### config.mk
export PLATFORM = sky130hd
export DESIGN_NAME = kick_trigger_sel
export DESIGN_NICKNAME = d
export VERILOG_FILES = /design/src/rtl/kick_trigger_sel.sv
export SDC_FILE = /design/constraint.sdc
export NUM_CORES = 1
export LEC_CHECK = 0
export BUFFER_PORTS_ARGS = -buffer_cell sky130_fd_sc_hd__buf_4
export CORE_MARGIN = 1.5
export CORE_UTILIZATION = 55
export CTS_CLUSTER_DIAMETER = 120
export DETAILED_ROUTE_END_ITERATION = 6
export PLACE_DENSITY = 0.78
export SYNTH_ARGS = -nofsm -noshare
export SYNTH_HDL_FRONTEND = slang
export SYNTH_SLANG_ARGS = --single-unit
### constraint.sdc
create_clock -name clk -period 6.8 [get_ports clk]
set_clock_uncertainty 0.1 [all_clocks]
set_input_delay 1.02 -clock clk [delete_from_list [all_inputs] [get_ports clk]]
set_output_delay 1.02 -clock clk [all_outputs]
set_load 0.02 [all_outputs]
### src/rtl/kick_trigger_sel.sv
`timescale 1ns/1ps
module kick_trigger_sel #(
  parameter int DLY_W      = 16,
  parameter int PW_W       = 8,
  parameter int PW_DEFAULT = 8
) (
  input  logic             clk,
  input  logic             rst_n,
  input  logic             arm_i,
  input  logic             emerg_mode_i,
  input  logic             gate_i,
  input  logic             marker_i,
  input  logic             mps_i,
  input  logic [DLY_W-1:0] kick_dly_i,
  input  logic [DLY_W-1:0] gap_dly_i,
  input  logic [PW_W-1:0]  pulse_w_i,
  output logic             trig_o,
  output logic             missed_o
);
  localparam int CW = DLY_W + 1;
  localparam logic [PW_W-1:0] PW_DEF_V = PW_W'(PW_DEFAULT);

  typedef enum logic [1:0] {S_IDLE, S_ARMED, S_DELAY, S_FIRED} st_t;

  st_t             st;
  logic [2:0]      gate_q, mark_q, mps_q;
  logic [CW-1:0]   cnt;
  logic [PW_W-1:0] pw_cnt;
  logic            emerg_lat;

  always_ff @(posedge clk or negedge rst_n)
    if (!rst_n) begin
      gate_q <= '0;
      mark_q <= '0;
      mps_q  <= '0;
    end else begin
      gate_q <= {gate_q[1:0], gate_i};
      mark_q <= {mark_q[1:0], marker_i};
      mps_q  <= {mps_q[1:0], mps_i};
    end

  wire gate_lvl  = gate_q[1];
  wire gate_fall = ~gate_q[1] & gate_q[2];
  wire mark_rise = mark_q[1] & ~mark_q[2];
  wire mps_rise  = mps_q[1] & ~mps_q[2];
  wire active    = (st == S_ARMED) || (st == S_DELAY);
  wire use_gap   = emerg_mode_i | emerg_lat | (mps_rise & active);

  wire [CW-1:0]   tgt     = {1'b0, kick_dly_i} + (use_gap ? {1'b0, gap_dly_i} : '0);
  wire [CW-1:0]   cnt_nx  = cnt + 1'b1;
  wire            fire    = (st == S_DELAY) && (cnt_nx >= tgt);
  wire [PW_W-1:0] pw_load = (pulse_w_i == '0) ? PW_DEF_V : pulse_w_i;

  always_ff @(posedge clk or negedge rst_n)
    if (!rst_n) begin
      st        <= S_IDLE;
      cnt       <= '0;
      emerg_lat <= 1'b0;
      missed_o  <= 1'b0;
      pw_cnt    <= '0;
    end else begin
      if (fire) pw_cnt <= pw_load;
      else if (pw_cnt != '0) pw_cnt <= pw_cnt - 1'b1;
      case (st)
        S_IDLE, S_FIRED:
          if (arm_i) begin
            st        <= S_ARMED;
            missed_o  <= 1'b0;
            emerg_lat <= 1'b0;
          end
        S_ARMED: begin
          if (mps_rise) emerg_lat <= 1'b1;
          if (mark_rise && gate_lvl) begin
            st  <= S_DELAY;
            cnt <= '0;
          end else if (gate_fall) begin
            st       <= S_IDLE;
            missed_o <= 1'b1;
          end
        end
        S_DELAY: begin
          if (mps_rise) emerg_lat <= 1'b1;
          if (fire) st <= S_FIRED;
          else cnt <= cnt_nx;
        end
        default: st <= S_IDLE;
      endcase
    end

  assign trig_o = pw_cnt != '0;

  assert_trig_from_delay_R4: assert property (@(posedge clk) disable iff (!rst_n)
    $rose(trig_o) |-> $past(st) == S_DELAY);
  assert_missed_from_armed_R7: assert property (@(posedge clk) disable iff (!rst_n)
    $rose(missed_o) |-> ($past(st) == S_ARMED) && (st == S_IDLE));
  assert_first_marker_R3: assert property (@(posedge clk) disable iff (!rst_n)
    (st == S_ARMED && mark_rise && gate_lvl) |=> st == S_DELAY);
  assert_single_shot_R9: assert property (@(posedge clk) disable iff (!rst_n)
    (st == S_DELAY) |=> (st == S_DELAY || st == S_FIRED));
  assert_fired_holds_R9: assert property (@(posedge clk) disable iff (!rst_n)
    (st == S_FIRED && !arm_i) |=> st == S_FIRED);
  assert_mps_latch_R6: assert property (@(posedge clk) disable iff (!rst_n)
    (active && mps_rise) |=> emerg_lat);
endmodule

# After elaboration in Yosys (flattened, before gate mapping)
# Cells that the tools add are included.
# totals
reg_bits,38
in_bits,47
output_inout_bits,2
wordCells,65
# op_classes
add_sub_neg,3
n_lt_le_gt_ge,1
eq_ne,11
mux,18
bitwise_logic,9
n_reduce_logical,15
# ops
cell,n
17-bit 2-to-1 mux,2
17-bit case mux with 2 select lines,1
8-bit 2-to-1 mux,3
16-bit by 16-bit adder with 17-bit output,1
17-bit by 1-bit adder with 17-bit output (second input constant),1
17-bit >= comparator,1
16-bit 2-to-1 mux,1
2-bit != test (second input constant),5
8-bit logical NOT,1
2-bit 2-to-1 mux,4
8-bit nonzero test,1
8-bit by 1-bit subtractor with 8-bit output (second input constant),1
2-bit case mux with 3 select lines,1
3-bit AND reduction,2
2-bit nonzero test,3
1-bit bitwise AND,4
2-bit == test (second input constant),2
1-bit 2-to-1 mux,4
2-bit by 1-bit != test with 1-bit output (second input constant),2
1-bit case mux with 2 select lines,2
4-bit AND reduction,1
2-bit OR reduction,2
3-bit by 2-bit != test with 1-bit output (second input constant),1
1-bit NOT,3
6 further kinds,8

# Logic depth before layout (Yosys ltp)
# Gate-level depths: netlist of the first run.
# logic_depth
depth_word,10
mapped_depth,22
ltp_nobuf,20

# Worst setup path before layout of the first run
# Ideal clock, no wire load.
# synth_timing
path_kind,input to register
startpoint,in emerg_mode_i
endpoint,reg cnt[5]
t_arrival_ns,4.848
required_time_ns,6.579
setup_slack_ns,1.731
cell_stages,18
path_buffers,2
cell_sequence,a311o_1 > and2_1 > ha_1 > fa_1 > a211oi_1 > o21ai_0 > a211oi_1 > o21bai_1 > a21oi_1 > xor2_1 > ha_1 > nand4_1 > a2111oi_2 > o31ai_2 > and4_1 > clkbuf_1 > buf_2 > a22o_1
# synth_via
elab_chain_len,8
# synth_rtl
item,line_no,source
"start, declared",10,"input logic emerg_mode_i,"
1-bit bitwise OR (2 in series),47,wire use_gap = emerg_mode_i | emerg_lat | (mps_rise & active);
16-bit 2-to-1 mux,49,"wire [CW-1:0] tgt = {1'b0, kick_dly_i} + (use_gap ? {1'b0, gap_dly_i} : '0);"
16-bit by 16-bit adder with 17-bit output,49,
17-bit >= comparator,51,wire fire = (st == S_DELAY) && (cnt_nx >= tgt);
1-bit logical AND,51,
2-bit != test (no source line),-,
3-bit AND reduction (no source line),-,
"end signal, assigned",84,else cnt <= cnt_nx;
"end, declared",27,logic [CW-1:0] cnt;
# Every way passes these cells.
# A chain may end at the register's enable or synchronous reset.

# Final worst setup path of the first run
# layout_timing
startpoint,reg st[0]
endpoint,reg cnt[11]
# layout_via
elab_chain_len,10
elab_cells_between_ends,14
# layout_rtl
item,line_no,source
"start, declared",25,st_t st;
"start signal, assigned",56,st <= S_IDLE;
"start signal, assigned",67,st <= S_ARMED;
"start signal, assigned",74,st <= S_DELAY;
2-bit by 1-bit == test with 1-bit output / 2-bit == test (equally long branches),"46, 64, 51",
1-bit logical OR,46,wire active = (st == S_ARMED) || (st == S_DELAY);
1-bit bitwise AND,47,
1-bit bitwise OR,47,
16-bit 2-to-1 mux,49,
16-bit by 16-bit adder with 17-bit output,49,
17-bit >= comparator,51,
1-bit logical AND,51,
2-bit != test (no source line),-,
3-bit AND reduction (no source line),-,
# Several ways; a longest one is shown, not always the timed one.

==> results of run 1 <==
-- placed cells by master, fill, tap and decap left out, types with 8 or more instances in the layout --
cell and count:
sky130_fd_sc_hd__buf_4 49, sky130_fd_sc_hd__nor3_1 10, sky130_fd_sc_hd__a21o_1 10, sky130_fd_sc_hd__nand4_1 9
sky130_fd_sc_hd__xor2_1 17, sky130_fd_sc_hd__nor2_1 22, sky130_fd_sc_hd__ha_1 38, sky130_fd_sc_hd__and2_1 19
sky130_fd_sc_hd__xnor2_1 14, sky130_fd_sc_hd__o21ai_0 24, sky130_fd_sc_hd__dfrtp_1 38, sky130_fd_sc_hd__nand2_1 28
sky130_fd_sc_hd__a21oi_1 22, sky130_fd_sc_hd__inv_1 16, sky130_fd_sc_hd__nand3_1 8
-- per-layer routing --
| layer | global-route usage | routed length (microns) | share of wire | vias up |
|---|---|---|---|---|
| met5 | 0 | 0 | 0 | - |
| met4 | 0.06842 | 82 | 0.012 | 0 |
| met3 | 0.04713 | 247 | 0.037 | 9 |
| met2 | 0.3821 | 3288 | 0.49 | 51 |
| met1 | 0.2840 | 3134 | 0.46 | 1323 |
| li1 | - | - | - | 1406 |
-- cell families after synthesis --
family | after synthesis | share of synthesized area
and+or+nand+nor | 120 | 0.1997
AOI/OAI and AO/OA | 96 | 0.1993
adders and majority gates | 39 | 0.1547
DFF | 38 | 0.2970
xor gates and xnor gates | 31 | 0.08480
buffers and inverters | 21 | 0.02618
muxes | 11 | 0.03829
-- worst max-delay path, stage by stage, from the launching register on --
cell	delay, ps
sky130_fd_sc_hd__dfrtp_1	380
sky130_fd_sc_hd__inv_1	70
sky130_fd_sc_hd__ha_1	320
sky130_fd_sc_hd__inv_1	80
sky130_fd_sc_hd__a311o_1	450
sky130_fd_sc_hd__and2_1	250
sky130_fd_sc_hd__ha_1	200
sky130_fd_sc_hd__fa_1	430
sky130_fd_sc_hd__a211oi_1	290
sky130_fd_sc_hd__o21ai_0	180
sky130_fd_sc_hd__a211oi_1	400
sky130_fd_sc_hd__o21bai_1	160
sky130_fd_sc_hd__a21oi_1	190
sky130_fd_sc_hd__xor2_1	170
sky130_fd_sc_hd__ha_1	260
sky130_fd_sc_hd__nand4_1	170
sky130_fd_sc_hd__nor3_1	90
sky130_fd_sc_hd__a22oi_1	340
sky130_fd_sc_hd__nand4_1	440
sky130_fd_sc_hd__o21ba_2	350
sky130_fd_sc_hd__o21ai_0	170
-- final timing paths --
| kind | to | slack, ps |
|---|---|---|
| worst max register to register | cnt[11] | 1240 |
| worst min-delay path | mps_q[1] | 250 |
| min in group asynchronous | pw_cnt[7] | 570 |
| max in group asynchronous | mark_q[1] | 5690 |
| worst max-delay path | cnt[11] | 1240 |
| worst min register to register | mps_q[1] | 250 |
-- report_power, final --
| group | switching, W | internal, W |
|---|---|---|
| Clock | 0.0000791 | 0.0000818 |
| Sequential | 0.0000451 | 0.000272 |
| Combinational | 0.000262 | 0.000235 |
-- metrics by stage --
step	worst slack (ps)	hold WS, ps	utilization	total power, W	instance area (sq um)
2_1_floorplan	1731	231.2	-	0.0006925	3202
3_3_place_gp	1176	233.2	0.6523	0.0007931	3636
3_5_place_dp	903.9	234.7	0.6523	0.0008150	3636
4_1_cts	1205	251.4	0.6687	0.0009799	3727
5_1_grt	601.6	262.8	0.6687	0.001058	3727
6_report	1238	249.9	0.6687	0.0009748	3727
-- flip-flops by register name, indices dropped and copies added, names as in the netlist --
register	cells
mps_q	3
emerg_lat	1
missed_o	1
mark_q	3
st	2
pw_cnt	8
cnt	17
gate_q	3
-- final cells by class --
type                    instances  area (sq um)
clock inverters                 1         5.005
flip-flops and latches         38         950.9
clock buffers                   7         86.33
inverters                      16         60.06
well taps                      72         90.09
multi-input cells             297          2167
fillers                       466          1847
repair buffers                 49         367.9
==> impl_metrics.csv, run 1 <==
group,metric,value,unit
drt,postRouteAntennaNets,0,
finish,fin_nets,493,
global_routing,grt-ovfl-total,0,
clock_tree,cts-buffers-inserted,5,
synthesis,synth-edff-count,0,
synthesis,postSynth.topFlopCell,"sky130_fd_sc_hd__dfrtp_1",
setup_path,rr_worst_depth,20,
timing,final.min_clock_period,5562,ps
worst_hold_path,beginning_of_the_worst_hold_path,"mps_q[0]",
clock_tree,clk_root_buffer_cell,"sky130_fd_sc_hd__clkbuf_8",
synthesis,synth_async_sr_flop_share,1.000,
synthesis,top_cell_type_s_share_of_synthesized_area,0.2970,
synthesis,syn-instance-count,356,
setup_path,critPathLaunchType,"flop",
timing,timing.slew.headroom,0.6361,
timing,rsz0062_at_grt,"false",
floorplan,placementRows,27,
clock_tree,cts.reportedPaths.clkPinSlew,70,ps
finish,share_of_layout_cells_above_drive_strength_1,0.1789,
floorplan,die_h,79.30,microns
drt,drc,0,
synthesis,synth_top_cells_by_area,"sky130_fd_sc_hd__dfrtp_1 (30%), sky130_fd_sc_hd__ha_1 (15%), sky130_fd_sc_hd__xor2_1 (4.7%)",
timing,clock.fmax,0.1798,GHz
global_routing,grtUsageTotal,0.2243,
clock_tree,ctsResizeCount,0,
synthesis,ys_ff_latch,38,
clock_tree,ctsLongestPathBuffers,2,
pwr,total_leakage_power,1.776,nW
setup_path,worst_ep_required_time,6910,ps
clock_tree,clock_sinks,38,
setup_path,worstSetupEndpointType,"flop",
clock_tree,hold_buffers,0,
global_routing,grt_first_pass_wirelength,11.29,mm
pwr,vdd.ir_drop.worst,0.0001790,V
synthesis,synth_top_cell_by_area,"sky130_fd_sc_hd__dfrtp_1",
setup_path,worst-setup-path-type,"flop to flop",
setup_path,worstPathArrival,5670,ps
finish,final_cells,480,
floorplan,io_pins,49,
synthesis,synth.cells.most_frequent,"sky130_fd_sc_hd__dfrtp_1 (38), sky130_fd_sc_hd__ha_1 (38), sky130_fd_sc_hd__nand2_1 (28)",
synthesis,synth-seq-area-share,0.2970,
timing,tns,0,ps
placed_design,gp_congestion,0.8364,
pwr,power.density_cell_area,261.5,nW/um^2
global_routing,grt_pass1_vias,2624,
finish,antenna_cells_inserted,0,
synthesis,mapped_nets,442,
setup_path,critical_path.reg2reg.startpoint,"st[0]",
drt,iteration_0_drc_count_of_the_detailed_router,139,
status,status,"finished clean",
timing,timing_max_transition_violations_final,0,
timing,timing.final.crit_share,0.8179,
timing,finalSetupViolations,0,
global_routing,grt_start_max_net_pins,39,
placed_design,io_buffers,48,
drt,detail_route.vias_per_cell,5.810,
timing,slew_at_the_pin_with_the_worst_max_slew_slack,545.8,ps
drt,route.detailed.wl_per_inst,14.07,microns
floorplan,core_area,5574,sq um
floorplan,initial_util,0.5744,
clock_tree,post_cts_buffers,0,
flow_run,drv.max_cap_violation_count,0,
drt,num_vias,2789,
finish,area.growth.synth_to_final,16.41,%
setup_path,timing.critical_path.fanout_max,16,
floorplan,die_w,79.30,microns
setup_path,cp-startpoint,"st[0]",
placed_design,place.detailed.instances,472,
synthesis,netlist_area,3202,sq um
synthesis,synth.avg_cell_area,8.994,sq um
drt,first_pass_iters,4,
worst_hold_path,min-delay-path-class,"flop to flop",
worst_hold_path,hold_path_depth,0,
drt,wirelength,6.753,mm
synthesis,synth_cell_types,54,
clock_tree,clock_tree_from_tritoncts,"built",
clock_tree,clk-insertion-delay-late,300,ps
clock_tree,cts_htree_levels,2,
synthesis,yosysWarnings,0,
placed_design,dpl.hpwl,5.282,mm
floorplan,design.die.area,6288,sq um
timing,finalHoldViolCount,0,
global_routing,grt_antenna_before_repair,0,
(Power assumes the default switching activity.)
==> run 2: changes to the inputs <==
- CORE_UTILIZATION: 55 -> 52
- PLACE_DENSITY: 0.78 -> 0.77
- clock period: 6.8 -> 4.95 ns (I/O delays scaled with it)
==> impl_metrics.csv, run 2 (same netlist as run 1, synthesis figures left out) <==
group,metric,value,unit
finish,share_of_layout_cells_above_drive_strength_1,0.2506,
setup_path,worstPathArrival,4820,ps
clock_tree,ctsLongestPathBuffers,2,
global_routing,grt_start_max_net_pins,39,
global_routing,grt_antenna_before_repair,0,
drt,detail_route.vias_per_cell,5.771,
clock_tree,hold_buffers,0,
global_routing,grtUsageTotal,0.2304,
finish,finish.utilization,0.6769,
drt,first_pass_iters,4,
timing,finalHoldViolCount,0,
setup_path,worstSetupEndpointType,"flop",
timing,whs,249.6,ps
setup_path,timing.critical_path.fanout_max,5,
global_routing,grt-ovfl-total,0,
setup_path,worst_ep_required_time,5020,ps
floorplan,die_h,81.47,microns
global_routing,grt_pass1_vias,2782,
finish,most-common-layout-cells,"sky130_fd_sc_hd__buf_4 (69), sky130_fd_sc_hd__ha_1 (38), sky130_fd_sc_hd__dfrtp_1 (38)",
clock_tree,clk_root_buffer_cell,"sky130_fd_sc_hd__clkbuf_8",
floorplan,core_area,5921,sq um
placed_design,io_buffers,48,
finish,fin_nets,516,
timing,finalSetupViolations,0,
timing,timing_max_transition_violations_final,0,
pwr,power.density_cell_area,361.2,nW/um^2
finish,largest_register,"cnt",
clock_tree,clk-insertion-delay-late,290,ps
timing,slew_at_the_pin_with_the_worst_max_slew_slack,481.4,ps
finish,filler_cells,494,
placed_design,gp_congestion,0.8803,
drt,route.detailed.wl_per_inst,14.77,microns
floorplan,design.die.area,6637,sq um
floorplan,initial_util,0.5408,
floorplan,die_w,81.47,microns
timing,timing.slew.headroom,0.6791,
placed_design,placed_area,3782,sq um
global_routing,grt_first_pass_wirelength,11.99,mm
clock_tree,clock_tree_from_tritoncts,"built",
clock_tree,clock_sinks,38,
finish,area.growth.synth_to_final,25.17,%
clock_tree,cts.reportedPaths.clkPinSlew,70,ps
finish,largestRegisters,"cnt: 17 flops, pw_cnt: 8 flops",
finish,largest_register_ff_count,17,
timing,clock.fmax,0.2107,GHz
drt,num_vias,2920,
finish,mostFrequentLayoutCell,"sky130_fd_sc_hd__buf_4",
timing,tns,0,ps
setup_path,worst-setup-path-type,"flop to flop",
placed_design,preCtsSetupSlack,-234.6,ps
pwr,total_leakage_power,1.907,nW
drt,postRouteAntennaNets,0,
pwr,vdd.ir_drop.worst,0.0002573,V
drt,iteration_0_drc_count_of_the_detailed_router,169,
timing,final.min_clock_period,4746,ps
timing,crit_path_setup_slack_layout,203.8,ps
clock_tree,cts-buffers-inserted,5,
drt,wirelength,7.475,mm
placed_design,dpl.hpwl,5.672,mm
finish,antenna_cells_inserted,0,
flow_run,drv.max_cap_violation_count,0,
floorplan,io_pins,49,
floorplan,placementRows,28,
worst_hold_path,min-delay-path-class,"flop to flop",
timing,timing.final.crit_share,0.9588,
finish,finished_cell_area,4008,sq um
clock_tree,cts_htree_levels,2,
drt,drc,0,
setup_path,critPathLaunchType,"flop",
status,status,"finished clean",
-- run 2: changes by cell type in the layout (fill, tap and decap cells not counted), moves of 2 or more --
cell,before,now
sky130_fd_sc_hd__buf_6,0,2
sky130_fd_sc_hd__o21ai_0,24,22
sky130_fd_sc_hd__buf_4,49,69
sky130_fd_sc_hd__a211oi_1,5,3
-- run 2: metal layers --
metal | vias to the layer above | share of wire | global-route usage | wire [microns]
met5 | - | 0 | 0 | 0
met4 | 0 | 0.017 | 0.06897 | 125
met3 | 16 | 0.026 | 0.04111 | 198
met2 | 45 | 0.50 | 0.3909 | 3767
met1 | 1407 | 0.45 | 0.2978 | 3384
li1 | 1452 | - | - | -
-- run 2: final cells by class --
cell class	instances	area, sq um	share of cell area
Inverter	16	60.06	0.01499
Tap cell	75	93.84	0.02342
Clock inverter	1	5.005	0.001249
Sequential cell	38	950.9	0.2373
Timing Repair Buffer	72	545.5	0.1361
Multi-Input combinational cell	297	2266	0.5654
Clock buffer	7	86.33	0.02154
-- run 2: critical path, cell delays in order, from the launching register on --
cell	delay [ps]
sky130_fd_sc_hd__dfrtp_1	350
sky130_fd_sc_hd__inv_1	60
sky130_fd_sc_hd__ha_1	300
sky130_fd_sc_hd__inv_1	60
sky130_fd_sc_hd__a311o_1	300
sky130_fd_sc_hd__and2_1	180
sky130_fd_sc_hd__ha_1	210
sky130_fd_sc_hd__fa_2	380
sky130_fd_sc_hd__a211oi_4	290
sky130_fd_sc_hd__o21ai_2	110
sky130_fd_sc_hd__a211oi_2	250
sky130_fd_sc_hd__o21bai_1	130
sky130_fd_sc_hd__a21oi_1	160
sky130_fd_sc_hd__xor2_1	190
sky130_fd_sc_hd__ha_1	260
sky130_fd_sc_hd__nand4_1	180
sky130_fd_sc_hd__a2111oi_4	80
sky130_fd_sc_hd__o311ai_2	310
sky130_fd_sc_hd__o2111ai_4	200
sky130_fd_sc_hd__buf_6	180
sky130_fd_sc_hd__buf_4	130
sky130_fd_sc_hd__a22o_1	230
-- run 2: stage by stage --
stage	instances	total power, W
floorplan	356	0.0009512
global placement	494	0.001151
detailed placement	494	0.001190
CTS	502	0.001419
global route	506	0.001572
finish	506	0.001448
-- run 2: power by group --
part / leakage, nW / internal (W) / total [W] / switching (W)
Sequential: 0.488 / 0.000374 / 0.000433 / 0.0000590
Clock: 0.0482 / 0.000112 / 0.000218 / 0.000106
Combinational: 1.37 / 0.000391 / 0.000797 / 0.000406
-- run 2: final timing paths --
path,cells after the start,slack [ps],start,end
setup / recovery,21,200,st[0],cnt[4]
hold / removal,0,250,mps_q[0],mps_q[1]
setup reg to reg,21,200,st[0],cnt[4]
hold reg to reg,0,250,mps_q[0],mps_q[1]
max in group asynchronous,1,4100,rst_n,missed_o
min in group asynchronous,1,310,rst_n,pw_cnt[2]
-- run 2: what timing repair did --
| action | CTS | global route |
|---|---|---|
| endpoints found under the setup margin | 23 | 27 |
| buffers inserted | 0 | 3 |
| gates cloned | 0 | 1 |
| pin swaps | 0 | 11 |
| resized for setup | 4 | 20 |
